<file path="src/rtl/sram_ctl_pkg.sv">
`timescale 1ns/1ps
package sram_ctl_pkg;

  typedef enum logic [2:0] {
    ST_IDLE   = 3'd0,
    ST_READ   = 3'd1,
    ST_TURN   = 3'd2,
    ST_WSETUP = 3'd3,
    ST_WPULSE = 3'd4,
    ST_WHOLD  = 3'd5
  } sram_st_e;

  // Whole clock cycles covering a span given in nanoseconds (at least 1).
  function automatic int cyc_ceil(input int span_ns, input int clk_ns);
    int c;
    c = (span_ns + clk_ns - 1) / clk_ns;
    return (c < 1) ? 1 : c;
  endfunction

endpackage

</file>
<file path="src/rtl/sram_ctl_timer.sv">
`timescale 1ns/1ps
module sram_ctl_timer #(
  parameter int W = 4
) (
  input  logic         clk,
  input  logic         rst_n,
  input  logic         load,
  input  logic [W-1:0] load_val,
  output logic         expired
);

  logic [W-1:0] cnt_q;
  logic [W-1:0] cnt_d;
  logic         cnt_en;

  always_comb begin
    cnt_en = load || (cnt_q != '0);
    cnt_d  = load ? load_val : (cnt_q - 1'b1);
  end

  always_ff @(posedge clk or negedge rst_n) begin
    if (!rst_n) begin
      cnt_q <= '0;
    end else if (cnt_en) begin
      cnt_q <= cnt_d;
    end
  end

  assign expired = (cnt_q == '0);

endmodule

</file>
<file path="src/rtl/sram_ctl_lanes.sv">
`timescale 1ns/1ps
module sram_ctl_lanes #(
  parameter int AW = 19,
  parameter int DW = 16,
  localparam int LANES = DW / 8
) (
  input  logic             clk,
  input  logic             rst_n,
  input  logic             take,
  input  logic [AW-1:0]    in_addr,
  input  logic [DW-1:0]    in_wdata,
  input  logic [LANES-1:0] in_be,
  input  logic             grab,
  input  logic [DW-1:0]    bus_in,
  output logic [AW-1:0]    addr_q,
  output logic [DW-1:0]    wdata_q,
  output logic [LANES-1:0] be_q,
  output logic [DW-1:0]    rdata_q
);

  logic [DW-1:0] rdata_d;

  always_ff @(posedge clk or negedge rst_n) begin
    if (!rst_n) begin
      addr_q  <= '0;
      wdata_q <= '0;
      be_q    <= '0;
    end else if (take) begin
      addr_q  <= in_addr;
      wdata_q <= in_wdata;
      be_q    <= in_be;
    end
  end

  for (genvar g = 0; g < LANES; g++) begin : g_lane
    assign rdata_d[g*8 +: 8] = be_q[g] ? bus_in[g*8 +: 8] : 8'h00;
  end

  always_ff @(posedge clk or negedge rst_n) begin
    if (!rst_n) begin
      rdata_q <= '0;
    end else if (grab) begin
      rdata_q <= rdata_d;
    end
  end

endmodule

</file>
<file path="src/rtl/sram_ctl.sv">
`timescale 1ns/1ps
module sram_ctl #(
  parameter int CLK_NS    = 10,
  parameter int ACC_NS    = 70,
  parameter int REL_NS    = 25,
  parameter int WP_CYC    = 5,
  parameter int AW        = 19,
  parameter int DW        = 16
) (
  input  logic          clk,
  input  logic          rst_n,
  input  logic          req_valid,
  output logic          req_ready,
  input  logic          req_we,
  input  logic [AW-1:0] req_addr,
  input  logic [DW-1:0] req_wdata,
  input  logic [1:0]    req_be,
  output logic          rd_valid,
  output logic [DW-1:0] rd_data,
  output logic [AW-1:0] mem_addr,
  output logic          mem_ce1_n,
  output logic          mem_ce2,
  output logic          mem_we_n,
  output logic          mem_oe_n,
  output logic          mem_lb_n,
  output logic          mem_ub_n,
  output logic [DW-1:0] mem_dq_out,
  output logic          mem_dq_oe,
  input  logic [DW-1:0] mem_dq_in
);
  import sram_ctl_pkg::*;

  localparam int LANES   = DW / 8;
  localparam int ACC_CYC = cyc_ceil(ACC_NS, CLK_NS);
  localparam int TA_CYC  = cyc_ceil(REL_NS, CLK_NS);
  localparam int MAXC    = (ACC_CYC > WP_CYC) ? ((ACC_CYC > TA_CYC) ? ACC_CYC : TA_CYC)
                                              : ((WP_CYC > TA_CYC) ? WP_CYC : TA_CYC);
  localparam int TW      = (MAXC > 1) ? $clog2(MAXC) : 1;

  sram_st_e st_q, st_d;
  logic          accept;
  logic          t_load;
  logic [TW-1:0] t_val;
  logic          t_done;
  logic          grab;

  logic             sel_d, oe_n_d, we_n_d, drv_d;
  logic [LANES-1:0] lane_n_d, lane_n_q;
  logic             ce1_n_q, ce2_q, we_n_q, oe_n_q, drv_q, rdv_q;

  logic [AW-1:0]    addr_q;
  logic [DW-1:0]    wdata_q;
  logic [LANES-1:0] be_q;
  logic [LANES-1:0] be_eff;

  assign req_ready = (st_q == ST_IDLE);
  assign accept    = req_valid && req_ready;

  // Next-state and timer control
  always_comb begin
    st_d   = st_q;
    t_load = 1'b0;
    t_val  = '0;
    grab   = 1'b0;
    unique case (st_q)
      ST_IDLE: begin
        if (req_valid) begin
          if (req_we) begin
            st_d = ST_WSETUP;
          end else begin
            st_d   = ST_READ;
            t_load = 1'b1;
            t_val  = TW'(ACC_CYC - 1);
          end
        end
      end
      ST_READ: begin
        if (t_done) begin
          st_d   = ST_TURN;
          grab   = 1'b1;
          t_load = 1'b1;
          t_val  = TW'(TA_CYC - 1);
        end
      end
      ST_TURN: begin
        if (t_done) st_d = ST_IDLE;
      end
      ST_WSETUP: begin
        st_d   = ST_WPULSE;
        t_load = 1'b1;
        t_val  = TW'(WP_CYC - 1);
      end
      ST_WPULSE: begin
        if (t_done) st_d = ST_WHOLD;
      end
      ST_WHOLD: begin
        st_d = ST_IDLE;
      end
      default: st_d = ST_IDLE;
    endcase
  end

  // Pin values for the coming cycle, decoded from the next state
  assign be_eff = accept ? req_be : be_q;

  always_comb begin
    sel_d    = (st_d == ST_READ) || (st_d == ST_WSETUP) ||
               (st_d == ST_WPULSE) || (st_d == ST_WHOLD);
    oe_n_d   = (st_d != ST_READ);
    we_n_d   = (st_d != ST_WPULSE);
    drv_d    = (st_d == ST_WPULSE) || (st_d == ST_WHOLD);
    lane_n_d = sel_d ? ~be_eff : '1;
  end

  always_ff @(posedge clk or negedge rst_n) begin
    if (!rst_n) begin
      st_q     <= ST_IDLE;
      ce1_n_q  <= 1'b1;
      ce2_q    <= 1'b0;
      we_n_q   <= 1'b1;
      oe_n_q   <= 1'b1;
      drv_q    <= 1'b0;
      lane_n_q <= '1;
      rdv_q    <= 1'b0;
    end else begin
      st_q     <= st_d;
      ce1_n_q  <= ~sel_d;
      ce2_q    <= sel_d;
      we_n_q   <= we_n_d;
      oe_n_q   <= oe_n_d;
      drv_q    <= drv_d;
      lane_n_q <= lane_n_d;
      rdv_q    <= grab;
    end
  end

  sram_ctl_timer #(.W(TW)) u_timer (
    .clk      (clk),
    .rst_n    (rst_n),
    .load     (t_load),
    .load_val (t_val),
    .expired  (t_done)
  );

  sram_ctl_lanes #(.AW(AW), .DW(DW)) u_lanes (
    .clk      (clk),
    .rst_n    (rst_n),
    .take     (accept),
    .in_addr  (req_addr),
    .in_wdata (req_wdata),
    .in_be    (req_be),
    .grab     (grab),
    .bus_in   (mem_dq_in),
    .addr_q   (addr_q),
    .wdata_q  (wdata_q),
    .be_q     (be_q),
    .rdata_q  (rd_data)
  );

  assign rd_valid   = rdv_q;
  assign mem_addr   = addr_q;
  assign mem_ce1_n  = ce1_n_q;
  assign mem_ce2    = ce2_q;
  assign mem_we_n   = we_n_q;
  assign mem_oe_n   = oe_n_q;
  assign mem_lb_n   = lane_n_q[0];
  assign mem_ub_n   = lane_n_q[LANES-1];
  assign mem_dq_out = wdata_q;
  assign mem_dq_oe  = drv_q;

endmodule

</file>
<file path="config.mk">
export PLATFORM = sky130hd
export DESIGN_NAME = sram_ctl
export DESIGN_NICKNAME = d
export VERILOG_FILES = /design/src/rtl/sram_ctl_pkg.sv /design/src/rtl/sram_ctl_timer.sv /design/src/rtl/sram_ctl_lanes.sv /design/src/rtl/sram_ctl.sv
export SDC_FILE = /design/constraint.sdc
export NUM_CORES = 1
export LEC_CHECK = 0
export ABC_AREA = 1
export BUFFER_PORTS_ARGS = -buffer_cell sky130_fd_sc_hd__buf_2
export CORE_MARGIN = 5
export CORE_UTILIZATION = 30
export DETAILED_ROUTE_END_ITERATION = 10
export PLACE_DENSITY = 0.51
export RECOVER_POWER = 50
export SLEW_MARGIN = 20
export SYNTH_ARGS = -nofsm -noshare
export SYNTH_HDL_FRONTEND = slang
export SYNTH_SLANG_ARGS = --single-unit
</file>
<file path="constraint.sdc">
create_clock -name clk -period 3.4 [get_ports clk]
set_input_delay 0.17 -clock clk [delete_from_list [all_inputs] [get_ports clk]]
set_output_delay 0.17 -clock clk [all_outputs]
set_load 0.02 [all_outputs]
</file>
# Word-level counts from Yosys, hierarchy flattened
# Cells that the tools add are included.
# op_classes
n_addsub,1
n_eq_ne,10
mux,20
bitwise,2
n_reduce_logical,9
# op_table
op,n
3-bit two-way mux,7
8-bit two-way mux,2
3-bit one-hot mux with 5 select lines,1
3-bit by 2-bit == test with 1-bit output (second input constant),3
3-bit == test (second input constant),3
3-bit one-hot mux with 3 select lines,1
2-bit two-way mux,4
3-bit by 1-bit == test with 1-bit output (second input constant),2
3-bit zero test,2
1-bit logical OR,5
1-bit two-way mux,4
3-bit by 1-bit inequality test with 1-bit output (second input constant),1
3-bit inequality test (second input constant),1
1-bit one-hot mux with 3 select lines,1
3-bit nonzero test,1
3-bit by 1-bit subtractor with 3-bit output (second input constant),1
2-bit NOT,1
1-bit logical AND,1
1-bit NOT,1
# word_totals
ff_bits,67
word_cells,55

# Depth between registers and ports, before layout
# depth
depth_word,8
depth_mapped,8

# Cells and area by module
# From an unflattened synthesis, not the netlist that was laid out.
# unflattened
cells_unflattened,317
hier_area_um2,2806.4
# by_module_without_submodules
module,n_inst,cells_per_inst,area_per_inst_um2
sram_ctl_lanes,1,226,2060.7
sram_ctl,1,59,538.0
sram_ctl_timer,1,32,207.7

# Worst setup path before layout
# Ideal clock, no wire load.
# synth_timing
path_type,flip-flop to flip-flop
start,reg u_timer.cnt_q[0]
end,reg u_lanes.rdata_q[13]
arrival_ps,1290
t_required_ps,3282
setup_slack_ps,1992
path_stages_with_launch,9
synth_period_minus_slack_ps,1408
cell_sequence,dfrtp_1 -> inv_1 -> ha_1 -> inv_1 -> nor2_2 -> nand3_4 -> buf_6 -> nand2_1 -> o21ai_2
# synth_via
elab_chain_len,3
# synth_rtl
item,line,text
start: declaration,sram_ctl_timer.sv:12,logic [W-1:0] cnt_q;
start signal: assignment,sram_ctl_timer.sv:25,cnt_q <= cnt_d;
3-bit zero test,sram_ctl_timer.sv:29,assign expired = (cnt_q == '0);
1-bit two-way mux,sram_ctl.sv:78,if (t_done) begin
1-bit two-way mux,sram_ctl.sv:65,unique case (st_q)
end signal: assignment,sram_ctl_lanes.sv:43,rdata_q <= rdata_d;
end: declaration,sram_ctl_lanes.sv:18,output logic [DW-1:0] rdata_q
# Every way passes these cells.
# A chain may end at the register's enable or synchronous reset.

# Worst setup path after layout
# layout_timing
start,reg st_q[1]
end,reg lane_n_q[0]
# layout_via
elab_chain_len,7
# layout_rtl
item,line,text
start: declaration,sram_ctl.sv:40,"sram_st_e st_q, st_d;"
start signal: assignment,sram_ctl.sv:126,st_q <= st_d;
"3-bit == test, or another cell as far along",sram_ctl.sv:65,
3-bit one-hot mux with 5 select lines *,sram_ctl.sv:65,
3-bit by 1-bit == test with 1-bit output / 3-bit by 2-bit == test with 1-bit output (equally long branches),sram_ctl.sv:107,sel_d = (st_d == ST_READ) || (st_d == ST_WSETUP) ||
1-bit logical OR (2 in a row),sram_ctl.sv:107,
1-bit logical OR *,sram_ctl.sv:108,(st_d == ST_WPULSE) || (st_d == ST_WHOLD);
via sel_d,sram_ctl.sv:47,"logic sel_d, oe_n_d, we_n_d, drv_d;"
2-bit two-way mux *,sram_ctl.sv:112,lane_n_d = sel_d ? ~be_eff : '1;
via lane_n_d[0],sram_ctl.sv:48,"logic [LANES-1:0] lane_n_d, lane_n_q;"
end signal: assignment,sram_ctl.sv:132,lane_n_q <= lane_n_d;
end: declaration,sram_ctl.sv:48,
# Mark *: on every way through the listed nets, which the timed path passes. The rest lies on a longest branch.

==> results.sh <==
export IMPL_initial_core_util_pct=30.3
export IMPL_p_leak_nw=1.95
export IMPL_holdPathStages=3
export IMPL_clkSlewWorstSetupHoldPaths_ps=80
export IMPL_period_minus_slack_ps=1860
export IMPL_synth_top_cell_by_area="dfrtp_1"
export IMPL_drtPass1Iterations=4
export IMPL_viasPerCell=4.25
export IMPL_fin_skew_ps=8.57
export IMPL_syn_num_nets=358
export IMPL_drive_gt1_share_pct=35.3
export IMPL_r2r_start="st_q[1]$_DFF_PN0_"
export IMPL_reg2reg_to="lane_n_q[0]$_DFF_PN1_"
export IMPL_diodes=0
export IMPL_arrival_ps=2120
export IMPL_grt_pass1_vias=2313
export IMPL_io_buffers=116
export IMPL_finalMaxSlewViolations=43
export IMPL_row_count=36
export IMPL_critPathKind="register to register"
export IMPL_gp_congestion=0.769
export IMPL_die_x_um=109
export IMPL_p_per_area_mw_per_mm2=1020
export IMPL_pwr_share_comb_pct=43.1
export IMPL_synth_seq_cells=67
export IMPL_hold_path_class="input pin to register"
export IMPL_final_common_cell="nand2_1"
export IMPL_seq_area_frac_synth_pct=57.3
export IMPL_hold_violations=0
export IMPL_start_kind="register"
export IMPL_nets=470
export IMPL_die_y_um=109
export IMPL_slew_headroom_pct=-53.4
export IMPL_finalCritPeriodShare_pct=54.7
export IMPL_cts_tree="built"
export IMPL_ff2ff_path_depth=6
export IMPL_clkLatencyLatePin_ps=340
export IMPL_ant_nets=0
export IMPL_final_util_pct=38.7
export IMPL_grt_pass1_wl_mm=11.7
export IMPL_critPathCaptureType="register"
export IMPL_layout_common_cells="nand2_1, buf_2, dfrtp_1"
export IMPL_cts_repair_resized=0
export IMPL_cts_sinks=67
export IMPL_netlist_instances=299
export IMPL_core_mm2=0.00968
export IMPL_failed_checks="capacitance limit, slew limit"
export IMPL_antenna_found_initial=0
export IMPL_synth_top_cells_by_area="dfrtp_1, nand2_1, nand3_1"
export IMPL_required_ps=3660
export IMPL_num_io_pins=117
export IMPL_grt_max_degree=43
export IMPL_postCtsSetupRepairBufs=0
export IMPL_syn_cell_area_mm2=0.00294
export IMPL_area_growth_pct=27.6
export IMPL_route_vias_total=2334
export IMPL_ys_types=28
export IMPL_cts_root_buf="clkbuf_8"
export IMPL_post_dp_hpwl_mm=5.14
export IMPL_p_switching_mw=1.69
export IMPL_power_share_clock_pct=20.1
export IMPL_wl_mm=7.26
export IMPL_tns_ps=0
export IMPL_cts_max_path_buffers=2
export IMPL_p_int_mw=2.14
export IMPL_seq_power_share_pct=36.8
export IMPL_status="complete, but fails checks"
export IMPL_cts_hold_buf=0
export IMPL_synth_avg_cell_area_um2=9.83
export IMPL_rsz0062_at_grt="false"
export IMPL_yosys_area_top_type_share_pct=52.8
export IMPL_dieArea_mm2=0.0119
export IMPL_maxCapViolations=1
export IMPL_drc_errors=0
export IMPL_wl_per_cell_um=13.2
export IMPL_ys_warn_count=0
export IMPL_peakVddDrop_mv=0.360
export IMPL_r2r_slack_ps=1540
export IMPL_min_to="u_lanes.addr_q[18]$_DFFE_PN0P_"
export IMPL_path_max_fanout=40
export IMPL_grtUsageTotal_pct=12.9
export IMPL_cts_htree_levels=3
export IMPL_max_freq_mhz=538
export IMPL_hold_start="req_addr[18]"
export IMPL_grt_remaining_overflow=0
export IMPL_setup_viol=0
export IMPL_cts_made_buffers=9
export IMPL_swShare_pct=44.1
export IMPL_tightest_slew_ps=2300
export IMPL_drt_iter0_drc=145
==> worst max-delay path, cell delays in order, from the launching register on <==
cell     delay (ps)
dfrtp_1         460
nor2_4          190
nand2_4          70
inv_4           340
nand2_4         390
nand4_4         260
nand2_1          70
==> cell type report <==
| class | instances | area, um2 |
|---|---|---|
| clock buffer | 11 | 151 |
| clock inverter | 5 | 83.8 |
| fill | 1035 | 5940 |
| inverter | 15 | 58.8 |
| multi-input combinational | 200 | 1050 |
| sequential | 67 | 1680 |
| tap | 133 | 166 |
| timing repair buffer | 118 | 556 |
==> stage by stage <==
step | setup WS (ps) | hold slack [ps] | cells | instance area (um2) | total power [mW]
after floorplan | 1990 | -126 | 299 | 2940 | 2.67
after global placement | 1580 | 374 | 533 | 3550 | 3.13
after detailed placement | 1540 | 390 | 533 | 3550 | 3.15
after CTS | 1520 | 4.00 | 549 | 3790 | 3.94
after global routing | 1070 | 48.5 | 549 | 3750 | 4.16
final | 1540 | 58.3 | 549 | 3750 | 3.83
==> per-layer routing <==
layer	vias up	global-route usage [%]	share of wire, %
li1	1179	-	-
met1	1066	17.5	47
met2	84	18.4	43
met3	5	5.45	8.9
met4	0	4.33	0.80
met5	-	0	0
==> worst max path at each step <==
| stage | end | from | cells past startpoint | slack (ps) |
|---|---|---|---|---|
| finish | lane_n_q[0]$_DFF_PN1_ | st_q[1]$_DFF_PN0_ | 6 | 1540 |
| floorplan | u_lanes.rdata_q[13]$_DFFE_PN0P_ | u_timer.cnt_q[0]$_DFFE_PN0P_ | 8 | 1990 |
| detailed placement | lane_n_q[0]$_DFF_PN1_ | st_q[1]$_DFF_PN0_ | 6 | 1540 |
| global placement | lane_n_q[0]$_DFF_PN1_ | st_q[1]$_DFF_PN0_ | 6 | 1580 |
| global route | mem_dq_oe$_DFF_PN0_ | rst_n | 1 | 1070 |
| CTS | lane_n_q[0]$_DFF_PN1_ | st_q[1]$_DFF_PN0_ | 6 | 1520 |
==> state kept, by name, summed over array words and instances (netlist names) <==
signal           flops
lane_n_q             2
mem_ce1_n            1
mem_ce2              1
u_lanes.wdata_q     16
mem_dq_oe            1
mem_oe_n             1
rd_valid             1
u_lanes.be_q         2
st_q                 3
mem_we_n             1
u_timer.cnt_q        3
u_lanes.rdata_q     16
u_lanes.addr_q      19
==> logic make-up (layout without fill, tap and decap cells) <==
logic type | count (synthesis) | after routing | synth area share, %
xor gates and xnor gates | 1 | 1 | 0.298
and+or+nand+nor | 178 | 178 | 29.0
AOI/OAI and AO/OA | 19 | 19 | 5.49
DFF | 67 | 67 | 57.3
adders and majority gates | 2 | 2 | 0.852
buffers and inverters | 32 | 149 | 7.03
==> power groups by stage <==
stage,registers (mW),logic [mW],clock network (mW)
after floorplan,1.79,0.879,0
after global placement,1.43,1.71,0
after detailed placement,1.42,1.73,0
after global routing,1.47,1.85,0.840
after CTS,1.41,1.73,0.799
final,1.41,1.65,0.772
==> cells in the mapped netlist (all sizes together) <==
| library cell | instances |
|---|---|
| nand2 | 119 |
| buf | 15 |
| clkbuf | 2 |
| o21ai | 17 |
| nor3 | 2 |
| xnor2 | 1 |
| nor2 | 9 |
| dfrtp | 62 |
| dfstp | 5 |
| o211ai | 1 |
| ha | 2 |
| inv | 15 |
| nand4 | 4 |
| nand3 | 44 |
| o221ai | 1 |
Note: power is estimated with default switching activity, not from simulation.
